File: src/rtl/rst_tmo_pkg.sv
package rst_tmo_pkg;

  typedef enum logic [2:0] {
    ST_OFF,
    ST_BOR,
    ST_PWRT,
    ST_OST,
    ST_PLL,
    ST_RUN
  } seq_st_e;

  localparam logic [3:0] CAUSE_POR  = 4'b0001;
  localparam logic [3:0] CAUSE_BOR  = 4'b0010;
  localparam logic [3:0] CAUSE_EXT  = 4'b0100;
  localparam logic [3:0] CAUSE_WAKE = 4'b1000;

  localparam logic [2:0] OSC_XTAL_PLL = 3'd3;

  function automatic logic is_xtal(logic [2:0] mode);
    return !mode[2];
  endfunction

  function automatic logic is_pll(logic [2:0] mode);
    return mode == OSC_XTAL_PLL;
  endfunction

endpackage

File: src/rtl/rst_tmo_timer.sv
module rst_tmo_timer #(
  parameter int unsigned CW = 8
) (
  input  logic          clk_i,
  input  logic          rst_ni,
  input  logic          clear_i,
  input  logic          tick_i,
  input  logic [CW-1:0] limit_i,
  output logic          done_o
);

  logic [CW-1:0] cnt_q;

  assign done_o = tick_i && (cnt_q == limit_i - CW'(1));

  always_ff @(posedge clk_i or negedge rst_ni) begin
    if (!rst_ni)                cnt_q <= '0;
    else if (clear_i || done_o) cnt_q <= '0;
    else if (tick_i)            cnt_q <= cnt_q + CW'(1);
  end

  p_cnt_bound_r2: assert property (@(posedge clk_i) disable iff (!rst_ni)
    (limit_i != '0) |-> (cnt_q < limit_i))
    else $error("timer count beyond its limit");

endmodule

File: src/rtl/rst_tmo_bor_filt.sv
module rst_tmo_bor_filt #(
  parameter int unsigned QUAL = 4
) (
  input  logic clk_i,
  input  logic rst_ni,
  input  logic bor_low_i,
  input  logic bor_en_i,
  output logic trip_o
);

  localparam int unsigned QW = $clog2(QUAL + 1);

  logic [QW-1:0] qcnt_q;
  logic          low_act;

  assign low_act = bor_low_i && bor_en_i;
  assign trip_o  = low_act && (qcnt_q == QW'(QUAL - 1));

  always_ff @(posedge clk_i or negedge rst_ni) begin
    if (!rst_ni)                        qcnt_q <= '0;
    else if (!low_act)                  qcnt_q <= '0;
    else if (qcnt_q != QW'(QUAL - 1))   qcnt_q <= qcnt_q + QW'(1);
  end

  // needs QUAL >= 2: a trip implies the flag was already high one edge earlier
  p_qual_r4: assert property (@(posedge clk_i) disable iff (!rst_ni)
    trip_o |-> ($past(bor_low_i) && $past(bor_en_i)))
    else $error("brown-out tripped without a qualifying run");

endmodule

File: src/rtl/rst_tmo_seq.sv
module rst_tmo_seq
  import rst_tmo_pkg::*;
#(
  parameter int unsigned PWRT_CYC = 72000,
  parameter int unsigned OST_CYC  = 1024,
  parameter int unsigned PLL_CYC  = 2000,
  parameter int unsigned BOR_QUAL = 4
) (
  input  logic       clk_i,
  input  logic       rst_ni,
  input  logic       por_i,
  input  logic       bor_low_i,
  input  logic       bor_en_i,
  input  logic       ext_rst_ni,
  input  logic       wake_i,
  input  logic       osc_tick_i,
  input  logic [2:0] osc_mode_i,
  input  logic       pwrt_en_i,
  output logic       chip_rst_o,
  output logic [3:0] cause_o
);

  localparam int unsigned MAX_AB = (PWRT_CYC > PLL_CYC) ? PWRT_CYC : PLL_CYC;
  localparam int unsigned MAX_C  = (MAX_AB > OST_CYC) ? MAX_AB : OST_CYC;
  localparam int unsigned CW     = $clog2(MAX_C + 1);

  seq_st_e       st_q, st_d;
  logic [3:0]    cause_q, cause_d;
  logic          osc_q, osc_d;   // sequence may include start-up/PLL delays
  logic          ext_q;
  logic          restart;
  logic          timed;
  logic          tmr_tick, tmr_clr, tmr_done;
  logic [CW-1:0] tmr_lim;
  logic          bor_trip;
  logic          dip;
  logic          xtal, pll;

  assign xtal = is_xtal(osc_mode_i);
  assign pll  = is_pll(osc_mode_i);
  assign dip  = bor_en_i && bor_low_i;

  rst_tmo_bor_filt #(.QUAL(BOR_QUAL)) u_bor_filt (
    .clk_i     (clk_i),
    .rst_ni    (rst_ni),
    .bor_low_i (bor_low_i),
    .bor_en_i  (bor_en_i),
    .trip_o    (bor_trip)
  );

  always_comb begin
    st_d    = st_q;
    cause_d = cause_q;
    osc_d   = osc_q;
    restart = 1'b0;
    if (por_i) begin
      cause_d = CAUSE_POR;
      osc_d   = 1'b1;
      restart = 1'b1;
      st_d    = pwrt_en_i ? ST_PWRT : (xtal ? ST_OST : ST_RUN);
    end else begin
      unique case (st_q)
        ST_OFF: ;
        ST_BOR: if (!dip) st_d = pwrt_en_i ? ST_PWRT : ST_RUN;
        ST_PWRT, ST_OST, ST_PLL: begin
          if (dip) begin
            st_d    = ST_BOR;
            cause_d = CAUSE_BOR;
            osc_d   = 1'b0;
          end else if (tmr_done) begin
            unique case (st_q)
              ST_PWRT: st_d = (osc_q && xtal) ? ST_OST : ST_RUN;
              ST_OST:  st_d = pll ? ST_PLL : ST_RUN;
              default: st_d = ST_RUN;
            endcase
          end
        end
        ST_RUN: begin
          if (bor_trip) begin
            st_d    = ST_BOR;
            cause_d = CAUSE_BOR;
            osc_d   = 1'b0;
          end else if (wake_i) begin
            cause_d = CAUSE_WAKE;
            osc_d   = 1'b1;
            restart = 1'b1;
            st_d    = xtal ? ST_OST : ST_RUN;
          end else if (ext_q && !ext_rst_ni) begin
            cause_d = CAUSE_EXT;
          end
        end
        default: st_d = ST_OFF;
      endcase
    end
  end

  assign timed    = (st_q == ST_PWRT) || (st_q == ST_OST) || (st_q == ST_PLL);
  assign tmr_tick = timed && ((st_q != ST_OST) || osc_tick_i);
  assign tmr_clr  = restart || (st_d != st_q) || !timed;

  always_comb begin
    unique case (st_q)
      ST_PWRT: tmr_lim = CW'(PWRT_CYC);
      ST_OST:  tmr_lim = CW'(OST_CYC);
      ST_PLL:  tmr_lim = CW'(PLL_CYC);
      default: tmr_lim = CW'(1);
    endcase
  end

  rst_tmo_timer #(.CW(CW)) u_timer (
    .clk_i   (clk_i),
    .rst_ni  (rst_ni),
    .clear_i (tmr_clr),
    .tick_i  (tmr_tick),
    .limit_i (tmr_lim),
    .done_o  (tmr_done)
  );

  always_ff @(posedge clk_i or negedge rst_ni) begin
    if (!rst_ni) begin
      st_q    <= ST_OFF;
      cause_q <= '0;
      osc_q   <= 1'b0;
      ext_q   <= 1'b1;
    end else begin
      st_q    <= st_d;
      cause_q <= cause_d;
      osc_q   <= osc_d;
      ext_q   <= ext_rst_ni;
    end
  end

  // pin gates the output directly so release is immediate
  assign chip_rst_o = (st_q != ST_RUN) || !ext_rst_ni;
  assign cause_o    = cause_q;

  p_cause_onehot_r10: assert property (@(posedge clk_i) disable iff (!rst_ni)
    $onehot0(cause_o))
    else $error("cause not one-hot");

  p_por_cause_r10: assert property (@(posedge clk_i) disable iff (!rst_ni)
    por_i |=> (cause_o == CAUSE_POR))
    else $error("power-on cause not recorded");

  p_dip_restart_r6: assert property (@(posedge clk_i) disable iff (!rst_ni)
    (timed && dip && !por_i) |=> (st_q == ST_BOR))
    else $error("dip during delay did not re-enter hold");

  p_hold_bor_r5: assert property (@(posedge clk_i) disable iff (!rst_ni)
    ((st_q == ST_BOR) && dip && !por_i) |=> chip_rst_o)
    else $error("released during brown-out");

  p_pin_no_timer_r8: assert property (@(posedge clk_i) disable iff (!rst_ni)
    (!ext_rst_ni && (st_q == ST_RUN) && !por_i && !bor_trip && !wake_i) |=> (st_q == ST_RUN))
    else $error("pin started a delay");

  p_wake_no_pwrt_r9: assert property (@(posedge clk_i) disable iff (!rst_ni)
    ((st_q == ST_RUN) && wake_i && !por_i && !bor_trip) |=> (st_q != ST_PWRT))
    else $error("wake ran power-up delay");

endmodule

File: config.mk
export PLATFORM = sky130hd
export DESIGN_NAME = rst_tmo_seq
export DESIGN_NICKNAME = d
export VERILOG_FILES = /design/src/rtl/rst_tmo_pkg.sv /design/src/rtl/rst_tmo_timer.sv /design/src/rtl/rst_tmo_bor_filt.sv /design/src/rtl/rst_tmo_seq.sv
export SDC_FILE = /design/constraint.sdc
export NUM_CORES = 1
export LEC_CHECK = 0
export ABC_AREA = 1
export BUFFER_PORTS_ARGS = -buffer_cell sky130_fd_sc_hd__buf_2
export CORE_MARGIN = 5
export CORE_UTILIZATION = 65
export CTS_CLUSTER_DIAMETER = 50
export DETAILED_ROUTE_END_ITERATION = 12
export GPL_TIMING_DRIVEN = 1
export PLACE_DENSITY = 0.84
export SLEW_MARGIN = 20
export SYNTH_ARGS = -nofsm -noshare
export SYNTH_HDL_FRONTEND = slang
export SYNTH_HIERARCHICAL = 1
export SYNTH_SLANG_ARGS = --single-unit
File: constraint.sdc
create_clock -name clk_i -period 9.3 [get_ports clk_i]
set_input_delay 0.93 -clock clk_i [delete_from_list [all_inputs] [get_ports clk_i]]
set_output_delay 0.93 -clock clk_i [all_outputs]
set_load 0.01 [all_outputs]
# Yosys cells after proc, flatten, opt, wreduce, memory -nomap -nowiden
# Index checks and enable logic that the tools add are counted.
[totals]
regBits = 29
inputBits = 12
out_inout_bits = 5
[op_classes]
add_sub_neg = 3
n_eq_ne = 16
mux = 33
n_reduce_logical = 22
[op_table]
columns = ["operator", "count"]
rows = [
  ["17-bit one-hot mux with 3 select lines", 1],
  ["3-bit two-way mux", 12],
  ["17-bit two-way mux", 2],
  ["4-bit two-way mux", 5],
  ["17-bit by 1-bit adder with 17-bit output (second input constant)", 1],
  ["17-bit equality test", 1],
  ["17-bit by 1-bit subtractor with 17-bit output (second input constant)", 1],
  ["3-bit by 2-bit equality test with 1-bit output (second input constant)", 4],
  ["3-bit one-hot mux with 4 select lines", 1],
  ["1-bit two-way mux", 9],
  ["3-bit by 2-bit inequality test with 1-bit output (second input constant)", 3],
  ["4-bit one-hot mux with 2 select lines", 1],
  ["1-bit logical OR", 7],
  ["3-bit equality test (second input constant)", 2],
  ["1-bit logical AND", 6],
  ["3-bit one-hot mux with 2 select lines", 1],
  ["3-bit AND reduction", 2],
  ["5-bit inequality test (second input constant)", 1],
  ["4-bit inequality test (second input constant)", 1],
  ["3-bit by 1-bit adder with 3-bit output (second input constant)", 1],
  ["3-bit by 1-bit equality test with 1-bit output (second input constant)", 1],
  ["1-bit logical NOT", 3],
  ["3-bit logical NOT", 1],
  ["3-bit inequality test", 1],
  ["6 further kinds", 6],
]

# Longest topological paths before layout
# Gate-level depths: netlist of run 1.
[logic_depth]
word_depth = 14
mapped_depth = 38
depth_no_buf = 36

# Hierarchy
# Netlist of run 1, hierarchy kept.
[modules_own_cells]
columns = ["module", "n_inst", "cells_each", "area_each_um2", "seq_area_each_um2"]
rows = [
  ["rst_tmo_timer", 1, 288, 1846.8, 425.4],
  ["rst_tmo_seq", 1, 116, 790.8, 226.5],
  ["rst_tmo_bor_filt", 1, 22, 165.2, 75.1],
]

# Least setup slack after synthesis of run 1
# No wires, ideal clock.
[synth_timing]
kind = "flip-flop to flip-flop"
start = "register st_q[2]"
end = "register u_timer.cnt_q[8]"
setup_time_ps = 113
arrival_ps = 3758
slack_ps = 5429
path_stages_with_launch = 34
path_cell_list = "dfrtp_1 -> buf_6 -> inv_2 -> nand2_4 -> o21ai_0 -> nor2_2 -> nand2_2 -> inv_2 -> nand2_1 -> nand2_1 -> nand3_1 -> nand2_1 -> clkinv_1 -> nand2_2 -> nor2_4 -> nand3_4 -> buf_12 -> inv_1 -> inv_1 -> a21oi_1 -> nand2_1 -> nand2_1 -> nand3_1 -> nand2_1 -> nand2_1 -> nand2_1 -> inv_1 -> nand2_1 -> nor2_1 -> inv_2 -> nand2_1 -> or3_1 -> nand3_2 -> nor2_2"
[synth_via]
elab_chain_len = 14
word_cells_on_any_way = 33
classes_between = "add/sub: 1; eq/ne: 8; mux: 12; reduce/logical: 12"
[synth_rtl]
columns = ["element", "line_no", "rtl"]
rows = [
  ["start: declaration", "rst_tmo_seq.sv:27", "seq_st_e st_q, st_d;"],
  ["start signal: assignment", "rst_tmo_seq.sv:126", "st_q <= st_d;"],
  ["3-bit equality test or 3-bit by 2-bit equality test with 1-bit output (tied branches)", "rst_tmo_seq.sv:102", "unique case (st_q)"],
  ["17-bit one-hot mux with 3 select lines *", "rst_tmo_seq.sv:102", ""],
  ["via tmr_lim[6]", "rst_tmo_seq.sv:34", "logic [CW-1:0] tmr_lim;"],
  ["17-bit by 1-bit subtractor with 17-bit output *", "rst_tmo_timer.sv:14", "assign done_o = tick_i && (cnt_q == limit_i - CW'(1));"],
  ["17-bit equality test *", "rst_tmo_timer.sv:14", ""],
  ["1-bit logical AND *", "rst_tmo_timer.sv:14", ""],
  ["via tmr_done", "rst_tmo_seq.sv:33", "logic tmr_tick, tmr_clr, tmr_done;"],
  ["3-bit two-way mux *", "rst_tmo_seq.sv:70", "end else if (tmr_done) begin"],
  ["3-bit two-way mux *", "rst_tmo_seq.sv:66", "if (dip) begin"],
  ["3-bit one-hot mux with 4 select lines *", "rst_tmo_seq.sv:62", "unique case (st_q)"],
  ["3-bit two-way mux *", "rst_tmo_seq.sv:56", "if (por_i) begin"],
  ["3-bit inequality test *", "rst_tmo_seq.sv:99", "assign tmr_clr = restart || (st_d != st_q) || !timed;"],
  ["1-bit logical OR * (2 in series)", "rst_tmo_seq.sv:99", ""],
  ["via tmr_clr", "rst_tmo_seq.sv:33", ""],
  ["1-bit logical OR *", "rst_tmo_timer.sv:18", "else if (clear_i || done_o) cnt_q <= '0;"],
  ["17-bit two-way mux or 2-bit nonzero test (tied branches)", "n/a", ""],
  ["end signal: assignment", "rst_tmo_timer.sv:19", "else if (tick_i) cnt_q <= cnt_q + CW'(1);"],
  ["end: declaration", "rst_tmo_timer.sv:12", "logic [CW-1:0] cnt_q;"],
]
# Mark *: on every way through the listed nets, which the timed path passes. The rest lies on a longest branch.
# A chain may end at the register's enable or synchronous reset.

# Worst setup path after layout of run 1
[layout_timing]
start = "register st_q[1]"
end = "register u_timer.cnt_q[7]"
# Same word-level chain as after synthesis.

==> impl_metrics.tcl, run 1 <==
set metrics [dict create \
    cts.path.max_buffers 2 \
    fin_skew_ns 0.00668 \
    final_max_slew_viol_count 0 \
    cp_slowest_stage_delay_ns 0.69 \
    hold_buffers 0 \
    reg2reg_depth 31 \
    drv_cap 0 \
    ir_worst_vdd_uv 100 \
    worst_pin_slew_ns 0.772 \
    grt_overflow 0 \
    cts_resized 0 \
    yosysTopAreaCellShare_pct 25.0 \
    netlist_area_mm2 0.00280 \
    cp.arrival_ns 4.61 \
    synthXorXnorAreaFrac_pct 5.00 \
    hold-worst-slack_ns 0.482 \
    synth_adder_area_share_pct 1.79 \
    drcViolationCount 0 \
    finalCritPeriodShare_pct 47.9 \
    synth.yosys.warnings 6 \
    routed_via_density 5.24 \
    ios 17 \
    io_buffers 16 \
    htreeDepth 2 \
    worstHoldStart "osc_q" \
    core_area_mm2 0.00409 \
    power.density_mw_per_mm2 126 \
    ys_seq_area_share_pct 25.9 \
    async_reset_ff_share_pct 100 \
    fmax_ghz 0.225 \
    slowest_stage "dfrtp_1" \
    rows 23 \
    grt_pass1_vias 2522 \
    start_util_pct 68.6 \
    slew_headroom_pct 48.2 \
    cp-startpoint "st_q[1]" \
    hold_class "reg2reg" \
    power_frac_clock_pct 35.4 \
    start_kind "flip-flop" \
    synth.area.top_cells "dfrtp_1 (25%), nand2_1 (18%), inv_1 (7.5%)" \
    n_fill_cell 324 \
    dr.pass1.iters 4 \
    rsz0062_at_grt "false" \
    pwr-share-seq_pct 36.1 \
    crit_fanout 15 \
    clock_latency_ns 0.28 \
    ys_types 40 \
    critPathKind "reg2reg" \
    ff2ff_setup_slack_ns 4.85 \
    required_ns 9.46 \
    finalHoldViolCount 0 \
    p_switching_mw 0.131 \
    clkSinkCount 29 \
    synth_compound_area_share_pct 4.82 \
    ant_nets 0 \
    vias 2686 \
    grt_max_degree 30 \
    place.gp.congestion 0.932 \
    p_int_mw 0.255 \
    area_growth_pct 9.46 \
    whs_path_depth 2 \
    cts_tree "built" \
    nNetsFinal 478 \
    p_sw_share_pct 34.0 \
    combinationalPowerShare_pct 28.6 \
    track_usage_pct 24.8 \
    cts_buffers 5 \
    utilization_pct 75.1 \
    avgSynthCellArea_um2 6.58 \
    status "complete, no violations" \
    synthMuxAreaShare_pct 0.357 \
    place_hpwl_um 4920 \
    synth_area_leader_cell "dfrtp_1" \
    cts.root.buffer_cell "clkbuf_8" \
    p_leak_nw 1.52 \
    drtIter0Drc 202 \
    die_y_um 75.7 \
    ys.flop_type "dfrtp_1" \
    post_drt_wl_per_cell_um 12.2 \
    crit_top_cell "nand2_1" \
    dpl_cell_area_mm2 0.00295 \
    diodes 0 \
    synth_top_family_by_area "simple AND/OR/NAND/NOR gates" \
    cp-end-kind "flip-flop" \
    synth-edff-count 0 \
    wl_um 6250 \
    setup_violations 0 \
    antenna_found_initial 0 \
    path_clk_slew_ns 0.07 \
    syn-instance-count 426 \
    drive_gt1_share_pct 18.6 \
    die_x_um 75.7 \
    synthSimpleGateAreaFrac_pct 50.1 \
    min_period_ns 4.45 \
    dieArea_mm2 0.00573 \
    fin_setup_tns_ns 0 \
    stdcell_area_mm2 0.00307 \
    cts_setup_buffers 0 \
    grt_pass1_wl_um 11000 \
    regToRegStartpoint "st_q[1]" \
    ys_ff_latch 29 \
]
## cell usage in the layout, fill, tap and decap left out, types with 6 or more instances in the layout
master    synthesis  final
a21oi_1           7      7
clkbuf_8          0      6
conb_1            1     20
nand2_2           6      6
o21ai_0           9      8
nand2_1         132    132
inv_2             9      9
nand3_1          29     29
dfrtp_1          28     28
xnor2_1           8      8
nor2_4            6      6
nor2_2           16     16
inv_1            56     56
nand3_2          11     11
nor3_1            7      7
nor2_1           47     47
xor2_1            8      8
buf_2             0     16
## logic make-up (layout without fill, tap and decap cells)
group,count (synthesis),in the layout
AO/OA/AOI/OAI,23,23
XOR/XNOR,16,16
adder cells (fa/ha/maj),4,4
buffers and inverters,75,93
flip-flops,29,29
multiplexers,1,1
other,1,20
AND/OR/NAND/NOR,277,277
## state kept, by name (all words and copies together) (netlist names)
| signal | count |
|---|---|
| u_bor_filt/qcnt_q | 3 |
| ext_q | 1 |
| u_timer/cnt_q | 17 |
| cause_o | 4 |
| osc_q | 1 |
| st_q | 3 |
## through the flow
step                      instances  power (mW)  setup WS [ns]
after floorplan                 445       0.230           5.43
after global placement          505       0.247           4.89
after detailed placement        505       0.250           4.61
after CTS                       513       0.387           4.56
after global routing            513       0.410           4.32
final                           513       0.386           4.85
## Yosys cell counts, drive strengths merged (3+ instances only)
master / count
xor2: 8
nand3b: 3
nor3: 8
nand2: 140
inv: 66
clkinv: 3
buf: 5
nand4: 5
nand3: 43
ha: 4
xnor2: 8
or2: 3
a21oi: 7
o21ai: 13
dfrtp: 28
nor2: 72
## critical path: cells and delay by family, from the launching register on
kind | cells | cell delay (ns)
AND/OR/NAND/NOR | 24 | 2.39
AO/OA/AOI/OAI | 2 | 0.75
flip-flops | 1 | 0.69
buffers and inverters | 5 | 0.48
## worst paths after layout
path	endpoint
worst min-delay path	osc_q
worst max register to register	u_timer/cnt_q[7]
worst min register to register	osc_q
max in group asynchronous	u_timer/cnt_q[7]
worst max-delay path	u_timer/cnt_q[7]
min in group asynchronous	st_q[2]
## power by group through the flow
stage,sequential (mW),clock (mW),combinational (mW)
CTS,0.139,0.139,0.109
global placement,0.141,0,0.106
detailed placement,0.141,0,0.109
finish,0.139,0.137,0.110
global route,0.140,0.145,0.125
floorplan,0.136,0,0.0937
## layer usage
metal  vias up  GRT usage (%)  wire, um
li1       1364              -         -
met1      1213           33.6      2860
met2        95           40.3      2890
met3        14           4.62       364
met4         0           7.77       130
met5         -              0         0
## cell type report
type,count,area [um2],area share (%)
Inverter,69,264,8.61
Multi-Input combinational cell,341,1810,59.1
Clock inverter,2,37.5,1.22
Sequential cell,29,727,23.7
Timing Repair Buffer,16,80.1,2.61
Tap cell,50,62.6,2.04
Clock buffer,6,82.6,2.69
(Power assumes the default switching activity.)
==> run 2: changes to the inputs <==
CORE_UTILIZATION = 56   (was 65)
PLACE_DENSITY = 0.77   (was 0.84)
clock period = 4 ns   (was 9.3 ns; I/O delays follow)
==> run 2 against run 1 <==
Effect of this change:
- sequential power rose by 130%
- final area increased by 2.5%
- register-to-register slack lost 4.5 ns
- first-iteration DRC count decreased by 38%
==> impl_metrics.tcl, run 2 (synthesis gave the netlist of run 1 again) <==
set metrics [dict create \
    dieArea_mm2 0.00652 \
    ir_worst_vdd_uv 250 \
    largest_register_ffs 17 \
    ant_nets 0 \
    diodes 0 \
    top_register "u_timer/cnt_q" \
    final_common_cell "nand2_1" \
    wl_um 6010 \
    utilization_pct 65.7 \
    cts_tree "built" \
    drtIter0Drc 126 \
    multiInputGateArea_mm2 0.00184 \
    hold_class "in2async" \
    die_y_um 80.7 \
    cp_slowest_stage_delay_ns 0.46 \
    slew_headroom_pct 55.4 \
    antenna_found_initial 0 \
    regToRegStartpoint "st_q[1]" \
    status "complete, no violations" \
    drv_cap 0 \
    grt_max_degree 30 \
    mostFrequentLayoutCells "nand2_1 (130), inv_1 (56), nor2_1 (44)" \
    start_util_pct 58.6 \
    grt_pass1_vias 2454 \
    worst_pin_slew_ns 0.669 \
    final_max_slew_viol_count 0 \
    cts_buffers 5 \
    grt_pass1_wl_um 10700 \
    fmax_ghz 0.271 \
    htreeDepth 2 \
    post_drt_wl_per_cell_um 11.1 \
    setup_violations 0 \
    hold_buffers 0 \
    clock_latency_ns 0.28 \
    r2r-end "u_timer/cnt_q[8]" \
    core_area_mm2 0.00479 \
    vias 2613 \
    cts.root.buffer_cell "clkbuf_8" \
    cts.path.max_buffers 2 \
    path_clk_slew_ns 0.06 \
    grt_overflow 0 \
    finalHoldViolCount 0 \
    start_kind "flip-flop" \
    reg2reg_depth 30 \
    place_hpwl_um 4800 \
    p_leak_nw 1.55 \
    total_power_mw 0.824 \
    dr.pass1.iters 4 \
    rsz0062_at_grt "true" \
    fin_skew_ns 0.00407 \
    drcViolationCount 0 \
    critPathKind "reg2reg" \
    area_growth_pct 12.2 \
    finalCritPeriodShare_pct 92.3 \
    clkSinkCount 29 \
    cp.arrival_ns 3.87 \
    crit_fanout 8 \
    cp-end-kind "flip-flop" \
    ios 17 \
    layout.area.seq_um2 729 \
    crit_top_cell "nand2_1" \
    min_period_ns 3.69 \
    crit_family "simple AND/OR/NAND/NOR gates" \
    routed_via_density 4.85 \
    slowest_stage "dfrtp_2" \
    required_ns 4.18 \
    io_buffers 16 \
    rows 25 \
    path_buf_inv 6 \
    n_fill_cell 441 \
    nNetsFinal 487 \
    die_x_um 80.7 \
    drive_gt1_share_pct 21.2 \
    hold-worst-slack_ns 0.147 \
    power.density_mw_per_mm2 262 \
    ff2ff_setup_slack_ns 0.31 \
    track_usage_pct 20.8 \
    place.gp.congestion 0.917 \
]
## run 2: cell count changes in the layout (fill, tap and decap cells not counted), sizes merged
| cell | before | now |
|---|---|---|
| bufinv | 1 | 0 |
| buf | 16 | 25 |
| clkbuf | 6 | 8 |
| clkinvlp | 1 | 0 |
## run 2: how the worst max path moves through the flow
| stage | slack [ns] | startpoint | cells past startpoint | end |
|---|---|---|---|---|
| after CTS | 0.18 | st_q[2] | 32 | u_timer/cnt_q[7] |
| final | 0.31 | st_q[1] | 30 | u_timer/cnt_q[8] |
| after floorplan | 0.13 | st_q[2] | 33 | u_timer/cnt_q[8] |
| after global routing | -0.07 | st_q[1] | 30 | u_timer/cnt_q[13] |
| after global placement | 0.31 | st_q[2] | 31 | u_timer/cnt_q[8] |
| after detailed placement | 0.21 | st_q[2] | 32 | u_timer/cnt_q[7] |
## run 2: worst register-to-register path: cells and delay by family, from the launching register on
family	cells	cell delay [ns]
flip-flops	1	0.46
adder cells (fa/ha/maj)	1	0.22
AND/OR/NAND/NOR	22	2.28
AO/OA/AOI/OAI	1	0.14
buffers and inverters	6	0.49
## run 2: layout make-up
cell class | instances | area share [%]
multi-input cells | 341 | 58.5
flip-flops and latches | 29 | 23.2
inverters | 69 | 8.40
repair buffers | 25 | 4.70
well taps | 67 | 2.67
clock buffers | 8 | 2.55
## run 2: metrics by stage
step,setup slack (ns),setup TNS [ns],cells,instance area [um2]
6_report,0.309,0,539,3140
2_1_floorplan,0.129,0,445,2870
3_3_place_gp,0.306,0,528,3010
5_1_grt,-0.0678,-0.357,539,3140
4_1_cts,0.183,0,536,3090
3_5_place_dp,0.207,0,528,3010
## run 2: where the power goes
group          internal (mW)  switching [mW]  total, mW
combinational         0.0987           0.181      0.280
sequential             0.305          0.0105      0.316
clock                  0.123           0.105      0.228
## run 2: what timing repair did
action / 4_1_cts / 5_1_grt
resized for setup: 0 / 11
setup buffers: 0 / 3
endpoints found under the hold margin: 0 / 0
setup endpoints to repair: 0 / 17
## run 2: metal layers
| layer | part of all wire (%) | vias up | global-route usage, % |
|---|---|---|---|
| met3 | 4.0 | 11 | 3.66 |
| met1 | 49 | 1172 | 28.6 |
| li1 | - | 1378 | - |
| met2 | 45 | 52 | 33.4 |
| met5 | 0 | - | 0 |
| met4 | 1.5 | 0 | 6.59 |
